==> config.mk <==
export PLATFORM = sky130hd
export DESIGN_NAME = exc_entry_ctrl
export DESIGN_NICKNAME = d
export VERILOG_FILES = /design/src/rtl/exc_entry_pkg.sv /design/src/rtl/exc_pin_sync.sv /design/src/rtl/exc_arbiter.sv /design/src/rtl/exc_entry_calc.sv /design/src/rtl/exc_entry_ctrl.sv
export SDC_FILE = /design/constraint.sdc
export NUM_CORES = 1
export LEC_CHECK = 0
export BUFFER_PORTS_ARGS = -buffer_cell sky130_fd_sc_hd__buf_2
export CAP_MARGIN = 40
export CELL_PAD_IN_SITES_DETAIL_PLACEMENT = 2
export CELL_PAD_IN_SITES_GLOBAL_PLACEMENT = 2
export CORE_MARGIN = 10
export CORE_UTILIZATION = 27
export DETAILED_ROUTE_END_ITERATION = 10
export HOLD_SLACK_MARGIN = 0.08
export PLACE_DENSITY = 0.94
export SLEW_MARGIN = 10
export SYNTH_ARGS = -nofsm -noshare
export SYNTH_HDL_FRONTEND = slang
export SYNTH_SLANG_ARGS = --single-unit
export TNS_END_PERCENT = 100
==> constraint.sdc <==
create_clock -name clk -period 7.9 [get_ports clk]
set_input_delay 0 -clock clk [delete_from_list [all_inputs] [get_ports clk]]
set_output_delay 0 -clock clk [all_outputs]
set_load 0.005 [all_outputs]
==> src/rtl/exc_entry_pkg.sv <==
package exc_entry_pkg;

  localparam int NUM_SRC = 7;
  localparam int MODE_W  = 5;
  localparam int T_BIT   = 5;
  localparam int F_BIT   = 6;
  localparam int I_BIT   = 7;

  typedef enum logic [2:0] {
    EXC_NONE = 3'd0,
    EXC_RST  = 3'd1,
    EXC_DABT = 3'd2,
    EXC_FIQ  = 3'd3,
    EXC_IRQ  = 3'd4,
    EXC_PABT = 3'd5,
    EXC_UND  = 3'd6,
    EXC_SWI  = 3'd7
  } exc_kind_e;

  localparam logic [MODE_W-1:0] MODE_SVC = 5'b10011;
  localparam logic [MODE_W-1:0] MODE_UND = 5'b11011;
  localparam logic [MODE_W-1:0] MODE_ABT = 5'b10111;
  localparam logic [MODE_W-1:0] MODE_IRQ = 5'b10010;
  localparam logic [MODE_W-1:0] MODE_FIQ = 5'b10001;

  function automatic logic [4:0] vec_offset(exc_kind_e k);
    case (k)
      EXC_UND:  return 5'h04;
      EXC_SWI:  return 5'h08;
      EXC_PABT: return 5'h0C;
      EXC_DABT: return 5'h10;
      EXC_IRQ:  return 5'h18;
      EXC_FIQ:  return 5'h1C;
      default:  return 5'h00;
    endcase
  endfunction

  function automatic logic [MODE_W-1:0] mode_code(exc_kind_e k);
    case (k)
      EXC_UND:            return MODE_UND;
      EXC_PABT, EXC_DABT: return MODE_ABT;
      EXC_IRQ:            return MODE_IRQ;
      EXC_FIQ:            return MODE_FIQ;
      default:            return MODE_SVC;
    endcase
  endfunction

endpackage

==> src/rtl/exc_pin_sync.sv <==
module exc_pin_sync #(
  parameter int NUM_LINES = 2
) (
  input  logic                 clk,
  input  logic                 rst_n,
  input  logic                 bypass,
  input  logic [NUM_LINES-1:0] pin_n,
  output logic [NUM_LINES-1:0] req_o
);

  for (genvar g = 0; g < NUM_LINES; g++) begin : g_line
    logic stage_q;
    always_ff @(posedge clk or negedge rst_n) begin
      if (!rst_n) stage_q <= 1'b1;
      else        stage_q <= pin_n[g];
    end
    assign req_o[g] = ~(bypass ? pin_n[g] : stage_q);

    // with the stage in use, a request is one the pin showed a cycle earlier
    p_sync_delay_r8: assert property (@(posedge clk) disable iff (!rst_n)
      (!bypass && req_o[g]) |-> $past(!pin_n[g]));
  end

endmodule

==> src/rtl/exc_arbiter.sv <==
module exc_arbiter
  import exc_entry_pkg::*;
(
  input  logic               clk,
  input  logic               rst_n,
  input  logic [NUM_SRC-1:0] req,     // index 0 is highest priority
  input  logic               mask_i,
  input  logic               mask_f,
  output exc_kind_e          kind,
  output logic               take
);

  localparam int IDX_FIQ = int'(EXC_FIQ) - 1;
  localparam int IDX_IRQ = int'(EXC_IRQ) - 1;

  logic [NUM_SRC-1:0] req_m;
  logic [NUM_SRC-1:0] grant;

  always_comb begin
    req_m = req;
    req_m[IDX_FIQ] = req[IDX_FIQ] & ~mask_f;
    req_m[IDX_IRQ] = req[IDX_IRQ] & ~mask_i;
  end

  always_comb begin
    kind  = EXC_NONE;
    grant = '0;
    for (int i = NUM_SRC - 1; i >= 0; i--) begin
      if (req_m[i]) begin
        kind  = exc_kind_e'(3'(i + 1));
        grant = NUM_SRC'(1) << i;
      end
    end
  end

  assign take = (kind != EXC_NONE);

  p_grant_onehot_r1: assert property (@(posedge clk) disable iff (!rst_n)
    $onehot0(grant));
  p_irq_masked_r9: assert property (@(posedge clk) disable iff (!rst_n)
    (kind == EXC_IRQ) |-> !mask_i);
  p_fiq_masked_r9: assert property (@(posedge clk) disable iff (!rst_n)
    (kind == EXC_FIQ) |-> !mask_f);

endmodule

==> src/rtl/exc_entry_calc.sv <==
module exc_entry_calc
  import exc_entry_pkg::*;
#(
  parameter int              XLEN      = 32,
  parameter logic [XLEN-1:0] HI_BASE   = 32'hFFFF_0000,
  parameter int              LINK_STEP = 4
) (
  input  exc_kind_e       kind,
  input  logic            hi_vec,
  input  logic [XLEN-1:0] cur_pc,
  input  logic [XLEN-1:0] cur_psr,
  output logic [XLEN-1:0] vec_pc,
  output logic [XLEN-1:0] new_psr,
  output logic [XLEN-1:0] link_val
);

  localparam logic [XLEN-1:0] STEP_ONE = XLEN'(LINK_STEP);
  localparam logic [XLEN-1:0] STEP_TWO = XLEN'(2 * LINK_STEP);

  logic [XLEN-1:0] base;

  assign base   = hi_vec ? HI_BASE : '0;
  assign vec_pc = base | XLEN'(vec_offset(kind));

  always_comb begin
    new_psr               = cur_psr;
    new_psr[MODE_W-1:0]   = mode_code(kind);
    new_psr[T_BIT]        = 1'b0;
    new_psr[I_BIT]        = 1'b1;
    if (kind == EXC_FIQ || kind == EXC_RST) new_psr[F_BIT] = 1'b1;
  end

  assign link_val = cur_pc + ((kind == EXC_DABT) ? STEP_TWO : STEP_ONE);

endmodule

==> src/rtl/exc_entry_ctrl.sv <==
module exc_entry_ctrl
  import exc_entry_pkg::*;
#(
  parameter int              XLEN      = 32,
  parameter logic [XLEN-1:0] HI_BASE   = 32'hFFFF_0000,
  parameter int              LINK_STEP = 4
) (
  input  logic            clk,
  input  logic            rst_n,
  input  logic            reset_req,
  input  logic            dabt_req,
  input  logic            pabt_req,
  input  logic            und_req,
  input  logic            swi_req,
  input  logic            irq_n,
  input  logic            fiq_n,
  input  logic            pin_sync_bypass,
  input  logic            hi_vec,
  input  logic [XLEN-1:0] cur_psr,
  input  logic [XLEN-1:0] cur_pc,
  output logic            entry_stb,
  output logic [XLEN-1:0] vec_pc,
  output logic [XLEN-1:0] new_psr,
  output logic [XLEN-1:0] saved_psr,
  output logic [XLEN-1:0] link_val
);

  logic [1:0]         pin_req;   // [0] normal, [1] fast
  logic [NUM_SRC-1:0] req;
  exc_kind_e          kind;
  logic               take;
  logic [XLEN-1:0]    vec_d, psr_d, link_d;

  exc_pin_sync #(.NUM_LINES(2)) u_sync (
    .clk    (clk),
    .rst_n  (rst_n),
    .bypass (pin_sync_bypass),
    .pin_n  ({fiq_n, irq_n}),
    .req_o  (pin_req)
  );

  assign req = {swi_req, und_req, pabt_req, pin_req[0], pin_req[1], dabt_req, reset_req};

  exc_arbiter u_arb (
    .clk    (clk),
    .rst_n  (rst_n),
    .req    (req),
    .mask_i (cur_psr[I_BIT]),
    .mask_f (cur_psr[F_BIT]),
    .kind   (kind),
    .take   (take)
  );

  exc_entry_calc #(.XLEN(XLEN), .HI_BASE(HI_BASE), .LINK_STEP(LINK_STEP)) u_calc (
    .kind     (kind),
    .hi_vec   (hi_vec),
    .cur_pc   (cur_pc),
    .cur_psr  (cur_psr),
    .vec_pc   (vec_d),
    .new_psr  (psr_d),
    .link_val (link_d)
  );

  always_ff @(posedge clk or negedge rst_n) begin
    if (!rst_n) begin
      entry_stb <= 1'b0;
      vec_pc    <= '0;
      new_psr   <= '0;
      saved_psr <= '0;
      link_val  <= '0;
    end else begin
      entry_stb <= take;
      if (take) begin
        vec_pc    <= vec_d;
        new_psr   <= psr_d;
        saved_psr <= cur_psr;
        link_val  <= link_d;
      end
    end
  end

  p_reset_first_r1: assert property (@(posedge clk) disable iff (!rst_n)
    reset_req |=> (entry_stb && vec_pc[4:0] == 5'h00));
  p_hold_r10: assert property (@(posedge clk) disable iff (!rst_n)
    !take |=> (!entry_stb && $stable(vec_pc) && $stable(new_psr) && $stable(link_val)));
  p_entry_masks_r5: assert property (@(posedge clk) disable iff (!rst_n)
    entry_stb |-> (new_psr[I_BIT] && !new_psr[T_BIT]));
  p_no_reserved_r2: assert property (@(posedge clk) disable iff (!rst_n)
    entry_stb |-> (vec_pc[4:0] != 5'h14));

endmodule

==> results of run 1 <==
final cells by class:
type,instances,area share (%)
Sequential cell,77,33.1
Timing Repair Buffer,261,28.7
Multi-Input combinational cell,305,27.9
Tap cell,184,3.95
Clock buffer,9,3.86
Clock inverter,7,2.10
Inverter,5,0.408
where the power goes:
| part | internal, W | switching (W) |
|---|---|---|
| clock network | 0.000311 | 0.000177 |
| registers | 0.000421 | 0.0000180 |
| logic | 0.0000837 | 0.0000909 |
| total | 0.000815 | 0.000286 |
layout by cell type (no fill, tap or decap), drive strengths merged, types with 2 or more instances in the layout:
master / netlist / final
bufinv: 0 / 3
and3: 6 / 6
conb: 1 / 14
nand2: 149 / 149
ha: 2 / 2
and2: 4 / 4
inv: 4 / 5
clkinv: 1 / 2
dfrtp: 75 / 75
o21ai: 33 / 33
clkbuf: 6 / 9
a21oi: 5 / 5
xor2: 10 / 10
nor3: 13 / 13
xnor2: 18 / 18
dfstp: 2 / 2
nor2: 8 / 8
nand4: 7 / 7
buf: 64 / 192
nand3: 12 / 12
and4: 3 / 3
dlygate4sd3: 0 / 69
clkinvlp: 0 / 2
kinds of logic after synthesis:
| family | Yosys count | share of synthesized area [%] |
|---|---|---|
| and+or+nand+nor | 213 | 25.0 |
| DFF | 77 | 48.2 |
| buffers and inverters | 75 | 12.6 |
| AOI/OAI and AO/OA | 45 | 6.37 |
| xor gates and xnor gates | 28 | 6.12 |
| adders and majority gates | 3 | 1.12 |
| muxes | 2 | 0.531 |
| other | 1 | 0.0936 |
worst paths after layout:
| kind | start | end | slack [ns] | depth (start not counted) |
|---|---|---|---|---|
| max | u_sync.g_line[1].stage_q | link_val[26] | 4.42 | 11 |
| min | dabt_req | vec_pc[4] | 0.13 | 3 |
| max reg2reg | u_sync.g_line[1].stage_q | link_val[26] | 4.42 | 11 |
| min reg2reg | saved_psr[7] | saved_psr[7] | 0.47 | 2 |
| max in group asynchronous | rst_n | link_val[12] | 7.04 | 3 |
| min in group asynchronous | rst_n | saved_psr[22] | 0.22 | 2 |
layer usage:
| metal | track usage, % | up-vias | share of wire (%) |
|---|---|---|---|
| met2 | 31.5 | 168 | 53 |
| met5 | 0 | - | 0 |
| met1 | 17.9 | 1944 | 38 |
| met4 | 6.46 | 0 | 2.6 |
| li1 | - | 1814 | - |
| met3 | 5.07 | 36 | 6.6 |
flip-flops by register name, summed over array words and instances, names as in the netlist:
register and count:
link_val 32, u_sync.g_line.stage_q 2, vec_pc 4, entry_stb 1, saved_psr 31, new_psr 7
worst max-delay path, stage by stage (launching register included):
cell and delay (ns):
dfstp_2 0.52, mux2i_1 0.10, a21oi_1 0.48, o31ai_1 0.30, nand3_1 0.18, ha_1 0.20, fa_1 0.24, nand3_1 0.20
or4_4 0.62, nor3_2 0.23, xnor2_1 0.18, o21ai_2 0.08
per-stage QoR:
| stage | instance area [sq um] | util, % | power, W | hold slack (ns) | instances |
|---|---|---|---|---|---|
| 3_3_place_gp | 4770 | 32.9 | 0.000580 | 0.120 | 762 |
| 2_1_floorplan | 4060 | - | 0.000514 | -0.296 | 457 |
| 5_1_grt | 5830 | 40.1 | 0.00116 | 0.154 | 848 |
| 4_1_cts | 5830 | 40.1 | 0.00111 | 0.0877 | 848 |
| 6_report | 5830 | 40.1 | 0.00110 | 0.130 | 848 |
| 3_5_place_dp | 4790 | 33.0 | 0.000590 | 0.0425 | 763 |
what timing repair did:
| action | 4_1_cts | 5_1_grt |
|---|---|---|
| gates resized for setup | 0 | 0 |
| endpoints found under the hold margin | 110 | 0 |
| hold buffers | 69 | 0 |
==> summary.txt, run 1 <==
Run status
  • Status: complete, no violations

Pwr
  • P per Cell Area: 189 nW/um^2
  • LEAKAGE: 2.81 nW
  • VDD IR max: roughly 0.000075 V

Layout
  • Register Area: 1930 sq um
  • Fin nets: about 740
  • Layout fillers: roughly 1600
  • Syn-to-layout area delta: 45.6%
  • Antenna diode count: 0
  • Layout cells sized above 1: between 30% and 40%
  • Area of the multi-input gates: 1630 sq um

Timing
  • Slew Viols, Final: 0
  • Max Clock Skew: 0.0113 ns
  • FMAX: about 290 MHz
  • Tmin final: 3.48 ns
  • Fin crit share: 44.1%
  • Least-Margin Pin Slew: between 0.6 and 0.7 ns
  • Setup-failing EPs final: 0
  • Total negative slack: 0 ns
  • Final Worst Setup Slack: 4.42 ns
  • Final hold violation count: 0
  • Unrepaired setup endpoints after global routing: false
  • Slew margin rel.: 54.2%

Worst setup path
  • CP Capture Type: flop
  • Crit Path Category: flop to flop
  • Crit start category: flop
  • Worst path required time: 8.10 ns
  • Critical path peak fanout: 7
  • CP arrival: around 3.7 ns

Global route
  • Number of global-route vias before repair: ~4600
  • Tot GR Track Use: between 10% and 20%
  • Largest net degree at the start of global routing: 58
  • Global-route wire length before repair: approximately 27000 um
  • Initial antenna violation count: 0
  • Total global routing overflow: 0

Floorplan
  • DIE AREA: between 20000 and 25000 sq um
  • Core area: 14500 sq um
  • Site Rows: 44
  • Die height: 142 um
  • Initial Utilization: 27.6%
  • Die width: 142 um
  • I/O pin total: 204

Detailed routing
  • Drt wl/cell: 20.6 um
  • Vias: approximately 4000
  • WL final: 17400 um
  • # DRC: 0
  • Vias/cell: roughly 4.7
  • Post-DRT Antenna Nets: 0
  • Drt first pass iters: 4
  • Violation count after the first detailed-route iteration: 144

Logic synthesis
  • Top post-synthesis cells by count: nand2_1 (148), dfrtp_1 (75), buf_4 (55), o21ai_1 (28), xnor2_1 (18)
  • Avg Synthesized Cell Area: 9.02 sq um
  • Yosys top cell area share: between 40% and 50%
  • Cell area after synthesis: 4010 sq um
  • Synth Register Bits: 77
  • Post-Synthesis Cells: 444
  • Synthesis warning total: 0
  • Area contributors post-synth: dfrtp_1 (47%), nand2_1 (14%), buf_4 (10%)
  • Seq/Total Area, Yosys: 48.2%
  • Synth cell types: 51
  • Ys async rst share: 100%
  • Number of flops mapped to enable cells by yosys: 0
  • Most frequent cell after synthesis: nand2_1
  • Dominant register cell in the synthesized netlist: dfrtp_1
  • Post-synth top area cell: dfrtp_1

CTS
  • Clock sinks: 77
  • CTS buffer count: 9
  • Root Buffer Master: clkbuf_16
  • CTS tree: done
  • Reg clk slew, reported paths: 0.07 ns
  • # H-tree levels: 3
  • Clock Latency Late Sink: approximately 0.34 ns
  • Post-CTS setup buffer count: 0
  • Clk buf depth: 2

Place
  • Pre-CTS setup slack: 4.57 ns
  • Dpl hpwl: 11600 um
  • PortBufs: 189
  • Gpl congestion: 0.805

Job
  • Max_cap viols: 0

Hold path
  • Hold WC Path Type: input port to flop
Power figures use the tool's default switching activity.
==> inputs of run 2 (changes only) <==
--- a/config.mk
+++ b/config.mk
@@ -5,15 +5,16 @@
 export SDC_FILE = /design/constraint.sdc
 export NUM_CORES = 1
 export LEC_CHECK = 0
+export ABC_AREA = 1
 export BUFFER_PORTS_ARGS = -buffer_cell sky130_fd_sc_hd__buf_2
 export CAP_MARGIN = 40
 export CELL_PAD_IN_SITES_DETAIL_PLACEMENT = 2
 export CELL_PAD_IN_SITES_GLOBAL_PLACEMENT = 2
 export CORE_MARGIN = 10
-export CORE_UTILIZATION = 27
+export CORE_UTILIZATION = 25
 export DETAILED_ROUTE_END_ITERATION = 10
 export HOLD_SLACK_MARGIN = 0.08
-export PLACE_DENSITY = 0.94
+export PLACE_DENSITY = 0.9
 export SLEW_MARGIN = 10
 export SYNTH_ARGS = -nofsm -noshare
 export SYNTH_HDL_FRONTEND = slang
==> constraint.sdc (replaced) <==
create_clock -name clk -period 3.5 [get_ports clk]
set_input_delay 0 -clock clk [delete_from_list [all_inputs] [get_ports clk]]
set_output_delay 0 -clock clk [all_outputs]
set_load 0.005 [all_outputs]
==> summary.txt, run 2 <==
Worst setup path
  • RR Endpoint: link_val[18] (was link_val[26])
  • Setup crit end: link_val[18] (was link_val[26])
  • Reg2Reg Depth: 15 (was 11)
  • CP Capture Type: flop (unchanged)
  • Critical path peak fanout: 4 (was 7)
  • CP arrival: 3.13 ns (was 3.68 ns)
  • Crit start category: flop (unchanged)
  • R2R setup slack: 0.58 ns (was 4.42 ns)
  • Critical Path Source: u_sync.g_line[0].stage_q (was u_sync.g_line[1].stage_q)
  • Reg2reg start: u_sync.g_line[0].stage_q (was u_sync.g_line[1].stage_q)
  • Worst path required time: 3.71 ns (was 8.10 ns)
  • Crit Path Category: flop to flop (unchanged)

Detailed routing
  • Post-DRT Antenna Nets: 0 (unchanged)
  • WL final: 18100 um (was 17400 um)
  • WL met2: 9530 um (was 9270 um)
  • # DRC: 0 (unchanged)
  • DR top layer: met4 (unchanged)
  • Detailed-route wire length on metal 1: 7400 um (was 6560 um)
  • Vias/cell: 4.34 (was 4.67)
  • Vias: 4422 (was 3962)
  • WL met3: 930 um (was 1160 um)
  • Violation count after the first detailed-route iteration: 113 (was 144)
  • Drt first pass iters: 4 (unchanged)
  • Drt wl/cell: 17.8 um (was 20.6 um)

Global route
  • Largest net degree at the start of global routing: 45 (was 58)
  • Number of global-route vias before repair: 5170 (was 4635)
  • Total global routing overflow: 0 (unchanged)
  • Initial antenna violation count: 0 (unchanged)
  • Global-route wire length before repair: 29400 um (was 27500 um)
  • Tot GR Track Use: 15.6% (was 17.1%)

Timing
  • Tmin final: 2.92 ns (was 3.48 ns)
  • FMAX: 342 MHz (was 287 MHz)
  • Final hold violation count: 0 (unchanged)
  • Setup-failing EPs final: 0 (unchanged)
  • Unrepaired setup endpoints after global routing: false (unchanged)
  • Total negative slack: 0 ns (unchanged)
  • Fin crit share: 83.5% (was 44.1%)
  • Max Clock Skew: 0.0117 ns (was 0.0113 ns)
  • Slew Viols, Final: 0 (unchanged)
  • Slew margin rel.: 58.2% (was 54.2%)
  • Worst hold margin: 0.0849 ns (was 0.130 ns)
  • Least-Margin Pin Slew: 0.628 ns (was 0.681 ns)

Layout
  • Area of the multi-input gates: 1870 sq um (was 1630 sq um)
  • Number of flip-flops in the largest register: 32 (unchanged)
  • Final cell count without fillers: 1018 (was 848)
  • Register Area: 1930 sq um (unchanged)
  • Top reg by flops: link_val (unchanged)
  • Regs by FF count: link_val (32), saved_psr (31), new_psr (7) (unchanged)
  • Fin nets: 868 (was 737)
  • Layout fillers: 2005 (was 1627)
  • Most common cell after layout, fill and taps aside: nand2_1 (was buf_2)
  • Syn-to-layout area delta: 39.7% (was 45.6%)
  • Commonest cells after routing, fill and taps aside: nand2_1 (250), buf_2 (188), dfrtp_1 (75), dlygate4sd3_1 (64), nor2_1 (44) (was buf_2 (188), nand2_1 (148), dfrtp_1 (75), dlygate4sd3_1 (69), o21ai_1 (28))
  • Layout cells sized above 1: 30.3% (was 33.9%)
  • Antenna diode count: 0 (unchanged)

CTS
  • Gates resized, CTS repair: 0 (unchanged)
  • Reg clk slew, reported paths: 0.06 ns (was 0.07 ns)
  • CTS buffer count: 9 (unchanged)
  • # H-tree levels: 3 (unchanged)
  • CTS tree: done (unchanged)
  • Clock sinks: 77 (unchanged)
  • Cts hold-fix bufs: 64 (was 69)
  • Clk buf depth: 2 (unchanged)
  • Clock Latency Late Sink: 0.34 ns (about the same)
  • Post-CTS setup buffer count: 0 (unchanged)
  • Root Buffer Master: clkbuf_16 (unchanged)

Job
  • Max_cap viols: 0 (unchanged)

Logic synthesis
  • Post-Synthesis Cells: 576 (was 444)
  • Synthesis warning total: 0 (unchanged)
  • Top post-synthesis cells by count: nand2_1 (250), dfrtp_1 (75), buf_4 (54), nor2_1 (44), inv_1 (29) (was nand2_1 (148), dfrtp_1 (75), buf_4 (55), o21ai_1 (28), xnor2_1 (18))
  • Seq/Total Area, Yosys: 44.0% (was 48.2%)
  • Cell area after synthesis: 4390 sq um (was 4010 sq um)
  • Yosys top cell area share: 42.8% (was 46.8%)
  • Dominant register cell in the synthesized netlist: dfrtp_1 (unchanged)
  • Area contributors post-synth: dfrtp_1 (43%), nand2_1 (21%), buf_4 (9.2%) (was dfrtp_1 (47%), nand2_1 (14%), buf_4 (10%))
  • Synth Register Bits: 77 (unchanged)
  • Ys async rst share: 100% (unchanged)
  • Number of flops mapped to enable cells by yosys: 0 (unchanged)
  • Avg Synthesized Cell Area: 7.62 sq um (was 9.02 sq um)
  • Post-synth top area cell: dfrtp_1 (unchanged)
  • Synth cell types: 28 (was 51)
  • Most frequent cell after synthesis: nand2_1 (unchanged)

Floorplan
  • Die height: 152 um (was 142 um)
  • I/O pin total: 204 (unchanged)
  • Core area: 17200 sq um (was 14500 sq um)
  • Die width: 152 um (was 142 um)
  • DIE AREA: 23300 sq um (was 20100 sq um)
  • Initial Utilization: 25.5% (was 27.6%)
  • Site Rows: 48 (was 44)

Place
  • Post-Place Cells: 940 (was 763)
  • Dpl hpwl: 13100 um (was 11600 um)
  • PortBufs: 189 (unchanged)
  • Gpl congestion: 0.830 (was 0.805)

Pwr
  • P per Cell Area: 396 nW/um^2 (was 189 nW/um^2)
  • LEAKAGE: 3.20 nW (was 2.81 nW)
  • VDD IR max: 0.000209 V (was 0.0000746 V)

Hold path
  • Hold WC Path Type: input port to flop (unchanged)

Run status
  • Status: complete, no violations (unchanged)
==> run 2: changes by cell type in the layout (fill, tap and decap cells not counted), sizes merged, moves of 7 or more <==
cell / delta
nand2: +124
nor2: +38
inv: +27
o21ai: -15
xnor2: -10
nand3: +7
==> run 2: worst max-delay path, stage by stage, from the launching register on <==
cell     delay [ns]
dfstp_2        0.53
inv_1          0.04
nor2_1         0.10
nor2_1         0.06
nor2_1         0.11
nor2_2         0.07
nor2_1         0.16
nand3_1        0.15
ha_1           0.26
fa_1           0.46
nand3_1        0.22
inv_1          0.11
nand2_1        0.16
nor2_1         0.08
xnor2_1        0.17
o21ai_0        0.13
==> run 2: final cells by class <==
class | instances | area share (%)
Clock buffer | 12 | 4.02
Clock inverter | 2 | 0.572
Inverter | 32 | 1.96
Multi-Input combinational cell | 412 | 30.5
Sequential cell | 77 | 31.5
Tap cell | 225 | 4.59
Timing Repair Buffer | 258 | 26.9
==> run 2: cells by family (layout without fill, tap and decap cells) <==
family,after synthesis,in the layout,synth area share [%]
simple gates,354,354,33.9
buf+inv,100,304,14.5
flops,77,77,44.0
xor+xnor,21,21,4.19
compound gates,20,20,2.28
fa+ha+maj,3,3,1.03
other cells,1,14,0.0855
==> run 2: metal layers <==
layer  vias up  global-route usage (%)
li1       2117                       -
met1      2149                    17.5
met2       139                    28.7
met3        17                    4.21
met4         0                    3.50
met5         -                       0
==> run 2: metrics by stage <==
step,utilization (%),setup slack (ns),cell area [sq um],total power [W]
2_1_floorplan,-,1.07,4440,0.00126
4_1_cts,35.6,0.626,6130,0.00247
5_1_grt,35.6,0.287,6130,0.00258
6_report,35.6,0.576,6130,0.00243
3_5_place_dp,30.2,0.631,5210,0.00147
3_3_place_gp,30.0,0.817,5180,0.00144
==> run 2: how the worst min path moves through the flow <==
stage / cells past startpoint / slack (ns) / start / to
3_5_place_dp: 1 / 0.01 / rst_n / saved_psr[8]
6_report: 3 / 0.08 / cur_pc[12] / link_val[12]
5_1_grt: 3 / 0.10 / cur_pc[12] / link_val[12]
4_1_cts: 3 / 0.08 / cur_pc[12] / link_val[12]
2_1_floorplan: 0 / -0.30 / rst_n / entry_stb
3_3_place_gp: 1 / 0.12 / irq_n / u_sync.g_line[0].stage_q
==> run 2: power by group <==
part | switching, W | internal [W] | total, W | leakage [nW]
combinational | 0.000269 | 0.000215 | 0.000483 | 2.17
clock | 0.000361 | 0.000564 | 0.000924 | 0.139
sequential | 0.0000539 | 0.000968 | 0.00102 | 0.896
total | 0.000683 | 0.00175 | 0.00243 | 3.20
